## src/rtl/rem_round_sel.sv

```systemverilog
module rem_round_sel #(
  parameter int SIG_W = 68,
  parameter int P_0   = 24,
  parameter int P_1   = 53,
  parameter int P_2   = 64,
  parameter int P_3   = 68
) (
  input  logic             clk,
  input  logic             rst_n,
  input  logic             in_valid,
  input  logic [SIG_W:0]   trial,
  input  logic [1:0]       prec,
  input  logic [1:0]       mode,
  input  logic             res_neg,
  input  logic             rem_neg,
  input  logic             rem_zero,
  output logic             out_valid,
  output logic [SIG_W-1:0] sig_out,
  output logic             round_up
);
  localparam logic [SIG_W-1:0] ONES = '1;
  localparam logic [SIG_W-1:0] ONE  = 1;

  logic [7:0]       pw;
  logic [SIG_W-1:0] keep, ulp, trunc, plus, minus, pick;
  logic             guard, lsb, above, below, up, dn;

  always_comb begin
    case (prec)
      2'd0:    pw = 8'(P_0);
      2'd1:    pw = 8'(P_1);
      2'd2:    pw = 8'(P_2);
      default: pw = 8'(P_3);
    endcase
  end

  assign keep  = ~(ONES >> pw);
  assign ulp   = ONE << (SIG_W - int'(pw));
  assign guard = |(trial & {1'b0, ulp});
  assign trunc = trial[SIG_W:1] & keep;
  assign lsb   = |(trunc & ulp);
  assign above = rem_neg & ~rem_zero;
  assign below = ~rem_neg & ~rem_zero;

  assign plus  = trunc + ulp;
  assign minus = trunc - ulp;

  always_comb begin
    up = 1'b0;
    dn = 1'b0;
    case (mode)
      2'd0: up = guard & (above | (rem_zero & lsb));
      2'd1: dn = ~guard & below;
      2'd2: if (!res_neg) up = guard | above; else dn = ~guard & below;
      default: if (res_neg) up = guard | above; else dn = ~guard & below;
    endcase
  end

  assign pick = up ? plus : (dn ? minus : trunc);

  always_ff @(posedge clk) begin
    if (!rst_n) begin
      out_valid <= 1'b0;
      sig_out   <= '0;
      round_up  <= 1'b0;
    end else begin
      out_valid <= in_valid;
      if (in_valid) begin
        sig_out  <= pick;
        round_up <= up | (~dn & ~guard & below);
      end
    end
  end
endmodule


```

## config.mk

```make
export PLATFORM = sky130hd
export DESIGN_NAME = rem_round_sel
export DESIGN_NICKNAME = d
export VERILOG_FILES = /design/src/rtl/rem_round_sel.sv
export SDC_FILE = /design/constraint.sdc
export NUM_CORES = 1
export LEC_CHECK = 0
export CELL_PAD_IN_SITES_DETAIL_PLACEMENT = 0
export CELL_PAD_IN_SITES_GLOBAL_PLACEMENT = 2
export CORE_ASPECT_RATIO = 1.25
export CORE_UTILIZATION = 30
export DETAILED_ROUTE_END_ITERATION = 8
export DONT_BUFFER_PORTS = 1
export PLACE_DENSITY_LB_ADDON = 0.1
export SETUP_SLACK_MARGIN = 0.1
export SLEW_MARGIN = 20
export SYNTH_ARGS = -nofsm -noshare
export SYNTH_HDL_FRONTEND = slang
export SYNTH_SLANG_ARGS = --single-unit
```

## constraint.sdc

```tcl
create_clock -name clk -period 6.15 [get_ports clk]
set_clock_uncertainty 0.05 [all_clocks]
set_input_delay 1.23 -clock clk [delete_from_list [all_inputs] [get_ports clk]]
set_output_delay 1.23 -clock clk [all_outputs]
set_load 0.01 [all_outputs]
```

==> summary.txt, run 1 <==
Hold Vio Cnt, Final: 0
ys flop type: dfxtp_1
DR vias/cell: 6.13
Post-CTS Setup Bufs: 0
Final period util: 0.864
CORE AREA: 38200 µm²
hold depth: 2
final critical-path required period: 5.32 ns
FF-to-FF End: sig_out[64]$_SDFFE_PN0P_
Crit path arrival time: 5.60 ns
Pre-Repair DR Iteration Count: 6
Unique masters post-synth: 88
Post-synth ARST share: 0
DR WL met2: 30500 µm
R2R Setup Slk: 4.70 ns
worst min path class: flop to flop
clock buffer depth: 2
initial core utilization: 0.305
Filler cells: 4361
CTS buffer count: 9
post-synthesis sequential area ratio: 0.120
wl on met1: 25400 µm
Tot GR Track Use: 0.309
nets@finish: 1939
Setup-failing EPs final: 0
Avg WL per Cell: 27.3 µm
CTS tree: yes
htree depth: 3
DP Worst Slack: 0.429 ns
setup_tns: 0 ns
CP Capture Type: flop
vias in the first global route: 13.4k
CTS root buf: clkbuf_16
Post-Synthesis Cells: 1708
Top Ports: 149
final WL: 61200 µm
ANT nets after route: 0
mean post-synth cell area: 6.82 µm²
met3 routed WL: 3170 µm
LEAKAGE: 5.11 nW
max layer used: met4
Worst Hold Launch: sig_out[35]$_SDFFE_PN0P_
grt ovf: 0
final setup margin: 0.833 ns
outcome: finished clean
leading cell type in the layout, fill and taps excluded: a21oi_1
area grow syn2layout: 10.3%
DR iter-0 viols: 1145
Syn Std Cell Area: 11700 µm²
Peak Freq: 188 MHz
power per standard cell area: 189 nW/µm²
max-cap violation count: 0
initial antenna violation count: 3
Die Span X: 178 µm
Reg2Reg Launch Point: sig_out[64]$_SDFFE_PN0P_
PostCTS Resize Cnt: 0
RSZ-0062 raised after global routing: false
port buffer count: 0
clock-pin slew on the worst setup and hold paths: 0.07 ns
first-pass GRT wire length: 90000 µm
path depth of the worst reg2reg path: 5
Post-synth EDFFs: 0
number of clock sinks: 70
final HPWL from detailed placement: 48200 µm
number of cell rows: 80
DIE HEIGHT: 222 µm
CP Data Required Time: 6.43 ns
DR vias: 13.7k
Peak VDD IR: 0.175 mV
worst-path maximum fanout: 28
most frequent cells in the layout: a21oi_1 (192), nor2_1 (146), o21ai_0 (142)
max-slew violation count: 0
die area: 39600 µm²
yosys warns: 0
layout cells sized above 1: 0.0556
gp weighted congestion: 0.952
# hold bufs at CTS: 0
worst hold endpoint: sig_out[35]$_SDFFE_PN0P_
worst skew pair latency: 0.40 ns
DRC: 0
CP Launch Type: input pin
Setup CP Type: input pin to flop
pin count of the biggest net entering global routing: 110
Slew @ Worst Pin: 0.989 ns
max_slew headroom: 0.324
FF+latch count, synth: 70
==> report_power, final <==
part / switching [mW] / internal [mW]
Clock: 0.269 / 0.419
Combinational: 0.779 / 0.399
Sequential: 0.0618 / 0.499
==> flip-flops by register name, summed over array words and instances, names as in the netlist <==
register   count
sig_out       68
round_up       1
out_valid      1
==> synth_stat cells, types with 10 or more instances <==
master,number,area [µm²]
a221o_1,21,210
a21o_1,26,195
a211o_1,10,87.6
buf_2,27,135
o21bai_1,25,188
and2_1,66,413
o31ai_1,34,255
nand2b_1,15,93.8
xnor2_1,27,236
a22oi_1,13,97.6
or2_2,11,68.8
a31oi_1,39,244
o211ai_1,19,143
ha_1,118,1480
and3_1,15,93.8
nand3_1,37,185
a221oi_1,16,140
o21ai_0,142,711
dfxtp_1,70,1400
o22ai_1,13,81.3
nor2_1,147,552
or3_1,14,87.6
nor4_1,39,244
nand2_1,131,492
clkbuf_1,81,304
a21oi_1,192,961
nor2b_1,21,131
o21a_1,16,120
o221ai_1,17,149
a211oi_1,25,188
nand4_1,38,238
nor3_1,32,160
inv_1,66,248
==> worst max-delay path, stage by stage <==
cell	delay (ns)
or2_2	0.37
buf_4	0.26
and2_1	0.24
ha_1	0.64
nor2_1	0.17
o311ai_2	0.24
a31oi_1	0.19
a2111oi_4	0.51
a2111oi_2	0.14
nor2_2	0.39
nand3_2	0.16
or4_1	0.53
or3_1	0.33
a31oi_1	0.16
==> worst max-delay path by stage <==
stage	from	to	slack (ns)	depth (start not counted)
2_1_floorplan	prec[0]	sig_out[44]$_SDFFE_PN0P_	0.64	17
3_3_place_gp	prec[1]	sig_out[62]$_SDFFE_PN0P_	0.49	14
3_5_place_dp	prec[1]	sig_out[62]$_SDFFE_PN0P_	0.43	14
4_1_cts	prec[1]	sig_out[62]$_SDFFE_PN0P_	0.85	14
5_1_grt	prec[1]	sig_out[62]$_SDFFE_PN0P_	0.60	14
6_report	prec[1]	sig_out[62]$_SDFFE_PN0P_	0.83	14
==> area by class of cell <==
class,count,area [µm²],share of cell area
diodes,4,10.0,0.000779
clock buffers,13,260,0.0203
flip-flops and latches,70,1400,0.109
well taps,492,616,0.0479
repair buffers,41,320,0.0249
clock inverters,3,90.1,0.00701
inverters,69,259,0.0202
multi-input cells,1549,9890,0.770
==> layer usage <==
metal,global-route usage,up-vias
li1,-,6436
met1,0.377,6676
met2,0.545,525
met3,0.0363,90
met4,0.120,0
met5,0,-
==> per-stage QoR <==
step	area (µm²)	hold slack, ns	std cells	total power, mW	util
after floorplan	12000	0.433	1804	1.36	-
after global placement	12500	0.460	2221	1.70	0.327
after detailed placement	12500	0.460	2221	1.69	0.327
after CTS	12800	0.470	2237	2.39	0.336
after global routing	12800	0.505	2239	2.55	0.336
final	12800	0.463	2241	2.43	0.336
==> logic make-up (layout without fill, tap and decap cells) <==
group | after synthesis | count (layout) | share of synthesized area
fa+ha+maj | 120 | 120 | 0.130
other cells | 2 | 102 | 0.000645
simple gates | 601 | 601 | 0.263
buf+inv | 185 | 126 | 0.0635
flops | 70 | 70 | 0.120
xor+xnor | 31 | 31 | 0.0233
mux | 7 | 7 | 0.00623
compound gates | 692 | 692 | 0.393
No activity file was read; power rests on OpenSTA's default activity.
==> inputs of run 2 (changes only) <==
--- a/config.mk
+++ b/config.mk
@@ -9,6 +9,7 @@
 export CELL_PAD_IN_SITES_GLOBAL_PLACEMENT = 2
 export CORE_ASPECT_RATIO = 1.25
 export CORE_UTILIZATION = 30
+export CTS_BUF_LIST = sky130_fd_sc_hd__clkbuf_2
 export DETAILED_ROUTE_END_ITERATION = 8
 export DONT_BUFFER_PORTS = 1
 export PLACE_DENSITY_LB_ADDON = 0.1
==> summary.txt, run 2 (synthesis results as in run 1) <==
Crit path arrival time: 5.63 ns (+0.03 ns)
Die Span X: 178 µm (unchanged)
Setup-failing EPs final: 0 (unchanged)
initial core utilization: 0.305 (unchanged)
final WL: 61200 µm (about the same)
# hold bufs at CTS: 0 (unchanged)
Top reg by flops: sig_out
first-pass GRT wire length: 89900 µm (about the same)
Final Util: 0.331 (-0.00524)
grt ovf: 0 (unchanged)
htree depth: 3 (unchanged)
worst-path maximum fanout: 28 (unchanged)
CTS root buf: clkbuf_2
DR iter-0 viols: 1218 (+6.4%)
Tot GR Track Use: 0.309 (-0.000395)
number of cell rows: 80 (unchanged)
Avg WL per Cell: 27.3 µm (about the same)
final HPWL from detailed placement: 48200 µm (unchanged)
path depth of the worst reg2reg path: 5 (unchanged)
outcome: finished clean
final setup margin: 1.27 ns (+0.433 ns)
ANT nets after route: 0 (unchanged)
number of clock sinks: 70 (unchanged)
FF-to-FF End: sig_out[64]$_SDFFE_PN0P_
Pre-Repair DR Iteration Count: 5 (-1)
DR vias/cell: 6.11 (-0.32%)
most frequent cells in the layout: a21oi_1 (192), nor2_1 (146), o21ai_0 (142)
DP Worst Slack: 0.429 ns (unchanged)
max-cap violation count: 0 (unchanged)
RSZ-0062 raised after global routing: false
CP Capture Type: flop
R2R Setup Slk: 4.66 ns (-0.04 ns)
clock buffer depth: 2 (unchanged)
DR vias: 13.7k (-0.36%)
CP Data Required Time: 6.90 ns (+0.47 ns)
max FFs per register: 68 (unchanged)
Peak VDD IR: 0.0866 mV (-50%)
Critical path destination: sig_out[62]$_SDFFE_PN0P_
Final period util: 0.794 (-0.0704)
leading cell type in the layout, fill and taps excluded: a21oi_1
CTS buffer count: 9 (unchanged)
LEAKAGE: 5.03 nW (-1.5%)
DIE HEIGHT: 222 µm (unchanged)
vias in the first global route: 13.4k (-0.0075%)
nets@finish: 1939 (unchanged)
Hold Vio Cnt, Final: 0 (unchanged)
clock-pin slew on the worst setup and hold paths: 0.32 ns (+0.25 ns)
gp weighted congestion: 0.952 (unchanged)
CTS tree: yes
setup_tns: 0 ns (unchanged)
CP Launch Type: input pin
Setup CP Type: input pin to flop
Top Registers: sig_out (68), out_valid (1), round_up (1)
max_slew headroom: 0.299 (-0.0246)
PostCTS Resize Cnt: 0 (unchanged)
power per standard cell area: 171 nW/µm² (-9.6%)
CORE AREA: 38200 µm² (unchanged)
worst skew pair latency: 0.82 ns (+0.42 ns)
Hold WS: 0.352 ns (-0.111 ns)
Slew @ Worst Pin: 1.05 ns (+0.0586 ns)
max-slew violation count: 0 (unchanged)
Reg2Reg Launch Point: sig_out[64]$_SDFFE_PN0P_
Top Ports: 149 (unchanged)
worst min path class: input pin to flop
die area: 39600 µm² (unchanged)
initial antenna violation count: 4 (+1)
Post-CTS Setup Bufs: 0 (unchanged)
pin count of the biggest net entering global routing: 110 (unchanged)
Peak Freq: 205 MHz (+8.9%)
final critical-path required period: 4.88 ns (-0.433 ns)
Setup crit start: prec[1]
layout cells sized above 1: 0.0556 (unchanged)
port buffer count: 0 (unchanged)
DRC: 0 (unchanged)
area grow syn2layout: 8.56%
[run 2: cell count changes in the layout (fill, tap and decap cells not counted)]
| cell | change |
|---|---|
| clkbuf_1 | -2 |
| diode_2 | -1 |
| clkbuf_8 | -2 |
| clkinv_1 | +2 |
| clkbuf_2 | +11 |
| clkbuf_16 | -9 |
[run 2: critical path: stages]
cell and delay (ns):
or2_2 0.37, buf_4 0.26, and2_1 0.24, ha_1 0.64
nor2_1 0.17, o311ai_2 0.24, a31oi_1 0.19, a2111oi_4 0.51
a2111oi_2 0.14, nor2_2 0.39, nand3_2 0.17, or4_1 0.54
or3_1 0.33, a31oi_1 0.16
[run 2: report_power, final]
group	internal, mW	switching (mW)
sequential	0.500	0.0620
clock	0.176	0.245
combinational	0.399	0.778
[run 2: per-stage QoR]
stage	total power, mW	cells	area, µm²
2_1_floorplan	1.36	1804	12000
3_3_place_gp	1.70	2221	12500
3_5_place_dp	1.69	2221	12500
4_1_cts	2.12	2237	12600
5_1_grt	2.28	2240	12600
6_report	2.16	2240	12600
[run 2: layout make-up]
type                    instances  area, µm²
fillers                      4386      25600
clock inverters                 5       97.6
multi-input cells            1549       9890
well taps                     492        616
repair buffers                 41        320
flip-flops and latches         70       1400
inverters                      69        259
diodes                          3       7.51
clock buffers                  11       55.1
[run 2: layer usage]
layer / up-vias / wire length, µm / track usage
met2: 509 / 30500 / 0.545
met4: 0 / 2170 / 0.119
met1: 6636 / 25400 / 0.375
li1: 6425 / - / -
met3: 107 / 3090 / 0.0378
met5: - / 0 / 0
[run 2: worst min path at each step]
stage                             start                        to  slack (ns)  depth (start not counted)
2_1_floorplan   sig_out[4]$_SDFFE_PN0P_   sig_out[4]$_SDFFE_PN0P_        0.43                          2
3_3_place_gp   sig_out[35]$_SDFFE_PN0P_  sig_out[35]$_SDFFE_PN0P_        0.46                          2
3_5_place_dp   sig_out[35]$_SDFFE_PN0P_  sig_out[35]$_SDFFE_PN0P_        0.46                          2
4_1_cts                        in_valid  sig_out[50]$_SDFFE_PN0P_        0.31                          1
5_1_grt                        in_valid  sig_out[50]$_SDFFE_PN0P_        0.36                          1
6_report                       in_valid  sig_out[50]$_SDFFE_PN0P_        0.35                          1
==> inputs of run 3 (changes only) <==
==> constraint.sdc (replaced) <==
create_clock -name clk -period 4.7 [get_ports clk]
set_clock_uncertainty 0.05 [all_clocks]
set_input_delay 0.94 -clock clk [delete_from_list [all_inputs] [get_ports clk]]
set_output_delay 0.94 -clock clk [all_outputs]
set_load 0.01 [all_outputs]
==> summary.txt, run 3 (synthesis results as in run 1) <==
outcome: finished clean
Top Registers: sig_out (68), out_valid (1), round_up (1)
Setup CP Type: input pin to flop
Peak Freq: 240 MHz
number of clock sinks: 70 (unchanged)
clock share of power: 0.127 (-0.068)
final instance area: 14100 µm² (+12%)
PostCTS Resize Cnt: 0 (unchanged)
placed instance area: 14100 µm² (+13%)
grt ovf: 0 (unchanged)
cell chain of the critical path: or2_4, ha_4, nand2b_1, and2_1, ha_4, and4b_1, or4b_4, or4_1, clkinv_1, o31ai_1, a21oi_2, o21ai_0, nor4b_1, o21ai_0, a31oi_1
pin count of the biggest net entering global routing: 110 (unchanged)
Peak VDD IR: 0.0975 mV (+13%)
Comb pwr share: 0.618 (+0.073)
DIE HEIGHT: 222 µm (unchanged)
final critical-path required period: 4.16 ns
DR iter-0 viols: 1050 (-14%)
leading cell type in the layout, fill and taps excluded: buf_4
Internal Power: 1.43 mW (+33%)
final WL: 61700 µm (+0.86%)
nets@finish: 2132 (+10%)
initial antenna violation count: 5 (+1)
Top reg by flops: sig_out
Worst path slowest cell: or4_1
area grow syn2layout: 21.4%
Worst Hold Launch: in_valid
FF-to-FF End: sig_out[64]$_SDFFE_PN0P_
CORE AREA: 38200 µm² (unchanged)
vias in the first global route: 14.1k (+5.5%)
DR vias/cell: 5.96 (-2.4%)
NetSw: 1.45 mW (+33%)
port buffer count: 0 (unchanged)
max layer used: met5
die area: 39600 µm² (unchanged)
Inst Count DP: 2414 (+8.7%)
DRC: 0 (unchanged)
hold depth: 1 (unchanged)
# hold bufs at CTS: 0 (unchanged)
Slew @ Worst Pin: 0.932 ns (-0.115 ns)
CP Data Required Time: 5.29 ns (-1.61 ns)
CTS buffer count: 9 (unchanged)
most frequent cells in the layout: buf_4 (231), a21oi_1 (190), nor2_1 (146)
Pre-Repair DR Iteration Count: 5 (unchanged)
CP Launch Type: input pin
worst skew pair latency: 0.71 ns (-0.11 ns)
CTS root buf: clkbuf_2
worst hold endpoint: sig_out[6]$_SDFFE_PN0P_
switching share of power: 0.504 (+0.00124)
DR WL met2: 30600 µm (+0.33%)
Final period util: 0.886
Final Util: 0.370 (+0.0390)
Filler cells: 4251 (-3.1%)
Reg2Reg Launch Point: sig_out[64]$_SDFFE_PN0P_
wl on met1: 24800 µm (-2.1%)
max FFs per register: 68 (unchanged)
met3 routed WL: 3560 µm (+15%)
first-pass GRT wire length: 91400 µm (+1.6%)
CTS tree: yes
layout cells sized above 1: 0.154 (+0.0983)
Setup-failing EPs final: 0 (unchanged)
RSZ-0062 raised after global routing: false
Non-Filler Instances: 2433 (+8.6%)
clock-pin slew on the worst setup and hold paths: 0.29 ns (-0.03 ns)
max_slew headroom: 0.376 (+0.0771)
power per standard cell area: 203 nW/µm² (+19%)
Tot GR Track Use: 0.310 (+0.000861)
slowest stage delay, CP: 0.56 ns (-0.08 ns)
gp weighted congestion: 0.954 (+0.17%)
worst min path class: input pin to flop
R2R Setup Slk: 3.19 ns (-1.47 ns)
Avg WL per Cell: 25.4 µm (-7.1%)
Crit path arrival time: 4.75 ns (-0.88 ns)
initial core utilization: 0.305 (unchanged)
final HPWL from detailed placement: 49400 µm (+2.5%)
Hold Vio Cnt, Final: 0 (unchanged)
CP Capture Type: flop
htree depth: 3 (unchanged)
Hold WS: 0.202 ns (-0.150 ns)
path depth of the worst reg2reg path: 5 (unchanged)
LEAKAGE: 5.96 nW (+19%)
max-cap violation count: 0 (unchanged)
Top Ports: 149 (unchanged)
fraction of power consumed by sequential logic: 0.255 (-0.005)
ANT nets after route: 0 (unchanged)
Die Span X: 178 µm (unchanged)
max-slew violation count: 0 (unchanged)
number of cell rows: 80 (unchanged)
clock buffer depth: 2 (unchanged)
Post-CTS Setup Bufs: 0 (unchanged)
worst-path maximum fanout: 26 (-7.1%)
DR vias: 14.5k (+6.0%)
[run 3: changes by cell type in the layout (fill, tap and decap cells not counted), moves of 2 or more]
| cell | before | now |
|---|---|---|
| a21oi_1 | 192 | 190 |
| a21oi_2 | 1 | 3 |
| buf_12 | 1 | 3 |
| buf_4 | 40 | 231 |
| bufinv_16 | 3 | 0 |
| clkinv_1 | 4 | 6 |
| ha_1 | 118 | 115 |
| ha_4 | 0 | 2 |
[run 3: worst max-delay path: cells and delay by family]
kind                     cells  cell delay, ns
AND/OR/NAND/NOR              7            2.27
AO/OA/AOI/OAI                5            1.04
adder cells (fa/ha/maj)      2            0.38
buffers and inverters        1            0.09
[run 3: power groups by stage]
stage	clock [mW]	combinational (mW)	sequential, mW
6_report	0.366	1.77	0.732
2_1_floorplan	0	1.07	0.720
3_5_place_dp	0	1.70	0.746
3_3_place_gp	0	1.70	0.747
4_1_cts	0.395	1.71	0.735
5_1_grt	0.399	1.92	0.742
[run 3: layout make-up]
cell class	count	area (µm²)	share of cell area
antenna	4	10.0	0.000708
clock inverter	4	15.0	0.00106
sequential	70	1400	0.0991
clock buffer	11	55.1	0.00389
inverter	69	259	0.0183
timing repair buffer	234	1790	0.127
multi-input combinational	1549	9990	0.707
tap	492	616	0.0435
[run 3: per-layer routing]
layer | vias up | GRT usage
met3 | 114 | 0.0438
met2 | 555 | 0.543
met5 | - | 0
li1 | 6828 | -
met4 | 4 | 0.138
met1 | 6992 | 0.368
[run 3: metrics by stage]
stage | setup TNS [ns] | setup slack, ns | total power [mW]
2_1_floorplan | 0 | 0.114 | 1.79
3_3_place_gp | -1.24 | -0.155 | 2.45
3_5_place_dp | -2.47 | -0.205 | 2.44
4_1_cts | 0 | 0.621 | 2.84
5_1_grt | 0 | 0.353 | 3.06
6_report | 0 | 0.538 | 2.87
[run 3: worst max path at each step]
stage	startpoint	to	slack [ns]	depth (start not counted)
detailed placement	prec[1]	sig_out[62]$_SDFFE_PN0P_	-0.21	15
floorplan	prec[0]	sig_out[59]$_SDFFE_PN0P_	0.11	17
finish	prec[1]	sig_out[62]$_SDFFE_PN0P_	0.54	15
global placement	prec[1]	sig_out[38]$_SDFFE_PN0P_	-0.16	19
global route	prec[1]	sig_out[62]$_SDFFE_PN0P_	0.35	16
CTS	prec[1]	sig_out[62]$_SDFFE_PN0P_	0.62	15
